<file path="src/rtl/vec_irq_pkg.sv">
package vec_irq_pkg;
  localparam int DATA_W = 8;
  localparam int NUM_IRQ = 8;
  localparam int LVL_W = $clog2(NUM_IRQ);

  typedef enum logic [1:0] {
    ST_READY,
    ST_BASE,
    ST_CASC,
    ST_MODE
  } setupState_t;

  typedef struct packed {
    logic initStart;
    logic loadBase;
    logic loadMask;
    logic selIrr;
    logic selIsr;
    logic eoi;
    logic ackPoll;
    logic ackHw;
  } ctrlStrb_t;
endpackage

</file>
<file path="src/rtl/vec_irq_ctrl_fsm.sv">
module vec_irq_ctrl_fsm
  import vec_irq_pkg::*;
#(
  parameter int DataW = DATA_W
) (
  input  logic             clk,
  input  logic             rstN,
  input  logic             busAddr,
  input  logic             busWe,
  input  logic             busRe,
  input  logic [DataW-1:0] busWrData,
  input  logic             intAck,
  output ctrlStrb_t        strb,
  output logic             pollArmed
);
  setupState_t state;
  logic needCasc, needMode;
  logic evenWr, oddWr, isCmd3;

  assign evenWr = busWe && !busAddr;
  assign oddWr  = busWe && busAddr;
  assign isCmd3 = evenWr && !busWrData[4] && busWrData[3];

  always_comb begin
    strb = '0;
    if (evenWr) begin
      if (busWrData[4]) begin
        strb.initStart = 1'b1;
      end else if (busWrData[3]) begin
        strb.selIrr = (busWrData[1:0] == 2'b10);
        strb.selIsr = (busWrData[1:0] == 2'b11);
      end else if (busWrData[7:5] == 3'b001) begin
        strb.eoi = 1'b1;
      end
    end
    if (oddWr) begin
      strb.loadBase = (state == ST_BASE);
      strb.loadMask = (state == ST_READY);
    end
    strb.ackPoll = busRe && !busAddr && pollArmed;
    strb.ackHw   = intAck;
  end

  always_ff @(posedge clk) begin
    if (!rstN) begin
      state     <= ST_READY;
      needCasc  <= 1'b0;
      needMode  <= 1'b0;
      pollArmed <= 1'b0;
    end else begin
      if (strb.initStart) begin
        state     <= ST_BASE;
        needCasc  <= !busWrData[1];
        needMode  <= busWrData[0];
        pollArmed <= 1'b0;
      end else begin
        if (oddWr) begin
          unique case (state)
            ST_BASE: state <= needCasc ? ST_CASC : (needMode ? ST_MODE : ST_READY);
            ST_CASC: state <= needMode ? ST_MODE : ST_READY;
            ST_MODE: state <= ST_READY;
            default: state <= ST_READY;
          endcase
        end
        if (isCmd3) pollArmed <= busWrData[2];
        else if (strb.ackPoll) pollArmed <= 1'b0;
      end
    end
  end

  AST_MODE_ONLY_IF_ASKED: assert property (@(posedge clk) disable iff (!rstN)
    (state == ST_MODE) |-> needMode);
  AST_POLL_SINGLE_USE: assert property (@(posedge clk) disable iff (!rstN)
    (strb.ackPoll && !busWe) |=> !pollArmed);
endmodule

</file>
<file path="src/rtl/vec_irq_ctrl_dp.sv">
module vec_irq_ctrl_dp
  import vec_irq_pkg::*;
#(
  parameter int DataW = DATA_W,
  parameter int NumIrq = NUM_IRQ
) (
  input  logic              clk,
  input  logic              rstN,
  input  ctrlStrb_t         strb,
  input  logic              pollArmed,
  input  logic              busAddr,
  input  logic [DataW-1:0]  busWrData,
  input  logic [NumIrq-1:0] irqIn,
  output logic [DataW-1:0]  busRdData,
  output logic              intOut,
  output logic [DataW-1:0]  ackVector
);
  localparam int LvlW = $clog2(NumIrq);
  localparam int BaseW = DataW - LvlW;

  logic [NumIrq-1:0] irr, isr, mask, irqPrev;
  logic [BaseW-1:0]  vecBase;
  logic              selIsr;

  logic [NumIrq-1:0] req, rise, ackSet, eoiClr;
  logic [LvlW-1:0]   reqLvl, isrLvl, winLvl;
  logic              reqAny, isrAny, winValid, ack;
  logic [DataW-1:0]  pollByte;

  assign req  = irr & ~mask;
  assign rise = irqIn & ~irqPrev;
  assign ack  = strb.ackPoll || strb.ackHw;

  always_comb begin
    reqAny = 1'b0;
    reqLvl = '0;
    isrAny = 1'b0;
    isrLvl = '0;
    for (int i = NumIrq - 1; i >= 0; i--) begin
      if (req[i]) begin
        reqAny = 1'b1;
        reqLvl = LvlW'(i);
      end
      if (isr[i]) begin
        isrAny = 1'b1;
        isrLvl = LvlW'(i);
      end
    end
  end

  assign winValid = reqAny && (!isrAny || (reqLvl < isrLvl));
  assign winLvl   = winValid ? reqLvl : {LvlW{1'b1}};
  assign ackSet   = (ack && winValid) ? (NumIrq'(1) << winLvl) : '0;
  assign eoiClr   = (strb.eoi && isrAny) ? (NumIrq'(1) << isrLvl) : '0;
  assign pollByte = {winValid, {(DataW-LvlW-1){1'b0}}, winLvl};
  assign intOut   = winValid;

  always_comb begin
    if (busAddr)        busRdData = mask;
    else if (pollArmed) busRdData = pollByte;
    else if (selIsr)    busRdData = isr;
    else                busRdData = irr;
  end

  always_ff @(posedge clk) begin
    if (!rstN) begin
      irr       <= '0;
      isr       <= '0;
      mask      <= '1;
      irqPrev   <= '0;
      vecBase   <= '0;
      selIsr    <= 1'b0;
      ackVector <= '0;
    end else begin
      irqPrev <= irqIn;
      if (strb.initStart) begin
        irr    <= '0;
        isr    <= '0;
        selIsr <= 1'b0;
      end else begin
        irr <= (irr & ~ackSet) | rise;
        isr <= (isr & ~eoiClr) | ackSet;
        if (strb.selIsr) selIsr <= 1'b1;
        else if (strb.selIrr) selIsr <= 1'b0;
      end
      if (strb.loadBase) vecBase <= busWrData[DataW-1:LvlW];
      if (strb.loadMask) mask <= busWrData[NumIrq-1:0];
      if (strb.ackHw) ackVector <= {vecBase, winLvl};
    end
  end

  AST_INT_NEEDS_REQUEST: assert property (@(posedge clk) disable iff (!rstN)
    intOut |-> ((irr & ~mask) != '0));
  AST_ACK_MARKS_SERVICE: assert property (@(posedge clk) disable iff (!rstN)
    (ack && intOut && !strb.initStart) |=> isr[$past(winLvl)]);
  AST_SPURIOUS_KEEPS_ISR: assert property (@(posedge clk) disable iff (!rstN)
    (ack && !intOut && !strb.eoi && !strb.initStart) |=> $stable(isr));
  AST_EOI_DROPS_ONE: assert property (@(posedge clk) disable iff (!rstN)
    (strb.eoi && !ack && !strb.initStart && (isr != '0))
      |=> ($countones(isr) == $countones($past(isr)) - 1));
  AST_MASK_HOLDS: assert property (@(posedge clk) disable iff (!rstN)
    !strb.loadMask |=> $stable(mask));
  AST_MASKED_NEVER_SERVED: assert property (@(posedge clk) disable iff (!rstN)
    ack |=> (((isr & ~$past(isr)) & $past(mask)) == '0));
endmodule

</file>
<file path="src/rtl/vec_irq_ctrl.sv">
module vec_irq_ctrl
  import vec_irq_pkg::*;
#(
  parameter int DataW = DATA_W,
  parameter int NumIrq = NUM_IRQ
) (
  input  logic              clk,
  input  logic              rstN,
  input  logic              busAddr,
  input  logic              busWe,
  input  logic              busRe,
  input  logic [DataW-1:0]  busWrData,
  output logic [DataW-1:0]  busRdData,
  input  logic [NumIrq-1:0] irqIn,
  input  logic              intAck,
  output logic              intOut,
  output logic [DataW-1:0]  ackVector
);
  ctrlStrb_t strb;
  logic      pollArmed;

  vec_irq_ctrl_fsm #(.DataW(DataW)) i_fsm (
    .clk(clk), .rstN(rstN), .busAddr(busAddr), .busWe(busWe), .busRe(busRe),
    .busWrData(busWrData), .intAck(intAck), .strb(strb), .pollArmed(pollArmed)
  );

  vec_irq_ctrl_dp #(.DataW(DataW), .NumIrq(NumIrq)) i_dp (
    .clk(clk), .rstN(rstN), .strb(strb), .pollArmed(pollArmed),
    .busAddr(busAddr), .busWrData(busWrData), .irqIn(irqIn),
    .busRdData(busRdData), .intOut(intOut), .ackVector(ackVector)
  );
endmodule

</file>
<file path="config.mk">
export PLATFORM = sky130hd
export DESIGN_NAME = vec_irq_ctrl
export DESIGN_NICKNAME = d
export VERILOG_FILES = /design/src/rtl/vec_irq_pkg.sv /design/src/rtl/vec_irq_ctrl_fsm.sv /design/src/rtl/vec_irq_ctrl_dp.sv /design/src/rtl/vec_irq_ctrl.sv
export SDC_FILE = /design/constraint.sdc
export NUM_CORES = 1
export LEC_CHECK = 0
export BUFFER_PORTS_ARGS = -buffer_cell sky130_fd_sc_hd__buf_2
export CAP_MARGIN = 10
export CELL_PAD_IN_SITES_DETAIL_PLACEMENT = 1
export CELL_PAD_IN_SITES_GLOBAL_PLACEMENT = 1
export CORE_UTILIZATION = 40
export CTS_CLUSTER_SIZE = 10
export DETAILED_ROUTE_END_ITERATION = 6
export PLACE_DENSITY_LB_ADDON = 0.05
export SETUP_SLACK_MARGIN = 0.4
export SLEW_MARGIN = 5
export SYNTH_ARGS = -nofsm -noshare
export SYNTH_HDL_FRONTEND = slang
export SYNTH_SLANG_ARGS = --single-unit
</file>
<file path="constraint.sdc">
create_clock -name clk -period 2.8 [get_ports clk]
set_clock_uncertainty 0.05 [all_clocks]
set_input_delay 0.28 -clock clk [delete_from_list [all_inputs] [get_ports clk]]
set_output_delay 0.28 -clock clk [all_outputs]
set_load 0.02 [all_outputs]
</file>
# Yosys cells after proc, flatten, opt, wreduce, memory -nomap -nowiden
# Cells that the tools add are included.
# totals
reg_bits	51
latch_bits	0
ramBits	0
romBits	0
inputBits	22
out_inout_bits	17
wordCells	106
memories	0
# classes
add_sub_neg	0
n_mul	0
div	0
n_lt_le_gt_ge	1
eq_ne	5
shift	2
n_mux	55
bitwise	11
reduce_logical	20
# ops
operator	count
3-bit two-way mux	19
8-bit two-way mux	5
8-bit bitwise AND	4
8-bit inverter	4
1-bit two-way mux	26
8-bit bitwise OR	2
1-bit by 3-bit left shift with 8-bit output (first input constant)	2
1-bit logical AND	9
2-bit two-way mux	4
2-bit equality test (second input constant)	3
2-bit nonzero test	3
1-bit logical NOT	4
2-bit one-hot mux with 2 select lines	1
3-bit by 1-bit equality test with 1-bit output (second input constant)	1
3-bit < comparator	1
2-bit by 1-bit equality test with 1-bit output (second input constant)	1
2-bit logical NOT	1
1-bit logical OR	2
2-bit OR reduction	1
1-bit inverter	1

# Longest topological paths before layout
# depth
word_depth	19
mapped_depth	10
mapped_depth_nobuf	10

# Cells and area by module
# A second synthesis with hierarchy kept.
# unflattened
cells_unflattened	309
hier_area_um2	2646.3
# modules_own_cells
module	n_inst	cells_each	area_each_um2	seq_area_each_um2
vec_irq_ctrl_dp	1	263	2252.2	920.9
vec_irq_ctrl_fsm	1	46	394.1	100.1

# Worst setup path before layout
# No wires, ideal clock.
# synth_path
kind	register -> output
start	register i_dp.irr[4]
end	output port busRdData[7]
arrival_ns	2.281
required_time_ns	2.470
setup_slack_ns	0.189
stages_incl_launch_ff	11
n_path_buf	0
path_cell_list	dfxtp_1 -> or2b_2 -> nand2_1 -> nor3_1 -> nor2_1 -> ha_1 -> a21oi_1 -> a21boi_2 -> a21oi_4 -> a21oi_4 -> o31a_1
# synth_via
elab_chain_len	11
word_cells_on_any_way	16
classes_between	1 x order compare; 12 x mux; 1 x bitwise; 2 x reduce/logical
# synth_lines
element	line_no	text
start: declaration	vec_irq_ctrl_dp.sv:21	logic [NumIrq-1:0] irr, isr, mask, irqPrev;
start signal: assignment	vec_irq_ctrl_dp.sv:81	irr <= (irr & ~ackSet) | rise;
8-bit bitwise AND *	vec_irq_ctrl_dp.sv:30	assign req = irr & ~mask;
3-bit two-way mux (5 in series)	vec_irq_ctrl_dp.sv:40	if (req[i]) begin
3-bit < comparator	vec_irq_ctrl_dp.sv:51	assign winValid = reqAny && (!isrAny || (reqLvl < isrLvl));
1-bit logical OR	vec_irq_ctrl_dp.sv:51	
1-bit logical AND *	vec_irq_ctrl_dp.sv:51	
via intOut	vec_irq_ctrl.sv:16	output logic intOut,
8-bit two-way mux *	vec_irq_ctrl_dp.sv:60	else if (pollArmed) busRdData = pollByte;
8-bit two-way mux *	vec_irq_ctrl_dp.sv:59	if (busAddr) busRdData = mask;
end: declaration	vec_irq_ctrl.sv:13	output logic [DataW-1:0] busRdData,
# Mark *: on every way through the listed nets, which the timed path passes. The rest lies on a longest branch.

# Final worst setup path
# layout_path
start	register i_dp.mask[7]
end	output port busRdData[7]
# layout_via
elab_chain_len	15
word_cells_on_any_way	23
classes_between	1 x order compare; 18 x mux; 2 x bitwise; 2 x reduce/logical
# layout_lines
element	line_no	text
start: declaration	vec_irq_ctrl_dp.sv:21	
start signal: assignment	vec_irq_ctrl_dp.sv:87	if (strb.loadMask) mask <= busWrData[NumIrq-1:0];
8-bit inverter	vec_irq_ctrl_dp.sv:30	
8-bit bitwise AND	vec_irq_ctrl_dp.sv:30	
3-bit two-way mux (8 in series)	vec_irq_ctrl_dp.sv:40	
3-bit < comparator	vec_irq_ctrl_dp.sv:51	
1-bit logical OR	vec_irq_ctrl_dp.sv:51	
1-bit logical AND	vec_irq_ctrl_dp.sv:51	
8-bit two-way mux	vec_irq_ctrl_dp.sv:60	
8-bit two-way mux *	vec_irq_ctrl_dp.sv:59	
# Every way passes the cells marked *; elsewhere a longest branch is shown, timed or not.

==> metrics <==
status complete, but fails checks; violated checks negative setup slack; CTS tree built; critical path capture point type output pin; final worst setup slack -113.8 ps; filler instances 722; launching element type of the critical path flip-flop; post-synthesis instance total 291; area share of the largest cell type after synthesis 0.4054; fin nets 372; critical-path maximum fanout 5; pin count of the biggest net entering global routing 34; launch instance of the worst register-to-register path i_dp.mask[7]; placeable core region 0.005991 mm^2; number of unique standard cell types used by synthesis 47; final core utilization 0.5192; iteration-0 DRC count of the detailed router 102; final WL 7181 um; input/output buffers 38; number of warnings printed during yosys synthesis 0; fin area 0.003110 mm^2; synth top area cells dfxtp_1 (41%), mux2i_1 (6.4%), nand2_1 (5.7%); longest individual stage delay on the worst path 340 ps; die outline area 0.006618 mm^2; power density over the cells 504.5 mW/mm^2; DIE HEIGHT 81.35 um; commonest cells in the netlist dfxtp_1 (51), nand2_1 (38), a21oi_1 (21); summed instance area of the synthesized netlist 0.002519 mm^2; maximum vdd ir drop 288.2 uV; max frequency 343.2 MHz; Avg Cell Area, Syn 8.655 um^2; final period utilization 1.041; Buf+Inv Stages, Crit Path 2; drt pass-1 iters 4; standard-cell row count 28; cell mode on critical path a21oi_4; depth of the worst register-to-register path 12; Horiz. Die Dim 81.35 um; initial antenna violation count 0; number of setup violations in the final report 5; total nets after synthesis 318; area added between synthesis and finish 23.50%; Max Root-Sink Buffers 2; final routed wire length divided by cell count 17.06 um; fin. max-slew vios 0; antenna cells 0; GP Congestion 0.8647; hold-fix buffers at CTS 0; Worst path slowest cell dfxtp_2; detailed placer's ending HPWL 5315 um; critical path, cell by cell and2b_2 -> o211ai_1 -> a31o_2 -> inv_2 -> ha_4 -> nand2_1 -> a32o_2 -> a21oi_4 -> a21oi_4 -> o31a_1 -> buf_6; vias in the first global route 2335; CTS Sinks 51; clk root buf clkbuf_8; kind of critical path flip-flop to output pin; Post-DP Area 0.002849 mm^2; start point of the critical path i_dp.mask[7]; number of clock buffers inserted by TritonCTS 5; post-route minimum period 2914 ps; share of synthesized area occupied by flip-flops and latches 0.4054; unrepaired setup endpoints after global routing true; Top Ports 39; Hold Fails Final Rpt 0; Most used DFF post-synth dfxtp_1; global-route usage over all layers 0.2370; count of H-tree levels built during CTS 2; leakage power total 0.001319 uW; remaining global-route overflow 0; fraction of layout cells with a size suffix above 1 0.2746; number of DRC violations after detailed routing 0; WP depth 11; cell type contributing the most total cell area after synthesis dfxtp_1; required time at the worst-slack endpoint 2470 ps; endpoint of the worst setup timing path busRdData[7]; CP Data Arrival Time 2580 ps; top cell family by delay on the critical path compound AO/OA/AOI/OAI gates; startpoint of the most critical hold path irqIn[5]; MaxCap Viol Count 0; number of nets with antenna violations after detailed routing 0; number of enable-type register cells in the synthesized netlist 0; first-pass GRT wire length 11670 um; vias post-DR 2288; Worst-Margin Slew 539.4 ps; clock network latency to the later pin of the worst-skew pair 310 ps; clock-pin slew on the worst setup and hold paths 90 ps; post-synthesis register bit count 51; headroom to the max-slew limit 0.6399; Initial Util 0.4204; average vias per placed instance 5.435; path category of the worst min-delay check input port to flip-flop; most numerous cell in the Yosys netlist dfxtp_1; setup slack, reg-to-reg 410 ps; proportion of register bits with asynchronous set or reset after synthesis 0; endpoint of the lowest-slack register-to-register path i_dp.ackVector[0]
flip-flops by register name, indices dropped and copies added (netlist names):
register	count
i_dp.ackVector	8
i_dp.irqPrev	8
i_dp.irr	8
i_dp.isr	8
i_dp.mask	8
i_dp.vecBase	5
i_fsm.state	2
i_dp.selIsr	1
i_fsm.needCasc	1
i_fsm.needMode	1
i_fsm.pollArmed	1
area by class of cell:
class,count,area (um^2),share of cell area
inverter,9,33.78,0.01086
multi-input combinational,222,1509,0.4851
tap,75,93.84,0.03017
timing repair buffer,56,352.8,0.1134
clock inverter,1,8.758,0.002816
sequential,51,1026,0.3298
clock buffer,7,86.33,0.02776
where the power goes:
part	switching [uW]	internal, uW	leakage [uW]
sequential	26.0	762	0.000418
clock	248	203	0.0000484
combinational	180	151	0.000853
metrics by stage:
stage                     hold WS (ps)  std cells  total power (uW)  worst slack, ps  TNS [ps]
after global routing             121.6        421              1652           -230.5    -830.6
after global placement           425.1        400              1079            205.5         0
after floorplan                  351.7        291             992.4            344.8         0
final                            130.8        421              1569           -113.8    -235.9
after detailed placement         425.1        400              1087            150.9         0
after CTS                        121.8        418              1576           -56.23    -174.2
timing repair:
action                     CTS  global route
setup endpoints to repair    5            15
gates cloned                 0             0
pin swaps                    9             6
resized for setup           16             4
setup buffers               10             3
kinds of logic after synthesis:
| family | Yosys count | share of synthesized area |
|---|---|---|
| simple gates | 128 | 0.2777 |
| compound gates | 70 | 0.1833 |
| flops | 51 | 0.4054 |
| mux | 19 | 0.07700 |
| buf+inv | 18 | 0.03179 |
| fa+ha+maj | 5 | 0.02484 |
cell usage in the layout, fill, tap and decap left out, types with 5 or more instances in the layout:
cell type and count:
clkbuf_8 6, a21oi_1 19, o21ai_0 16, nor2b_1 19
nor3b_1 5, inv_1 8, nor2_1 16, and2_1 11
nand2_1 36, dfxtp_1 47, nand3_1 17, buf_2 33
o211ai_1 5, mux2i_1 16, a31oi_1 5, buf_4 19
worst min-delay path by stage:
stage,to,slack [ps],depth (start not counted)
after detailed placement,i_dp.mask[1],430,2
after floorplan,i_dp.irqPrev[0],350,1
final,i_dp.irqPrev[5],130,2
after CTS,i_dp.irqPrev[3],120,2
after global routing,i_dp.irqPrev[2],120,2
after global placement,i_dp.mask[1],430,2
per-layer routing:
metal  up-vias  global-route usage  part of all wire
li1       1131                   -                 -
met1      1107              0.2933              0.46
met2        38              0.4000              0.49
met3        12             0.05169             0.033
met4         0             0.08571             0.019
met5         -                   0                 0
No activity file was read; power rests on OpenSTA's default activity.
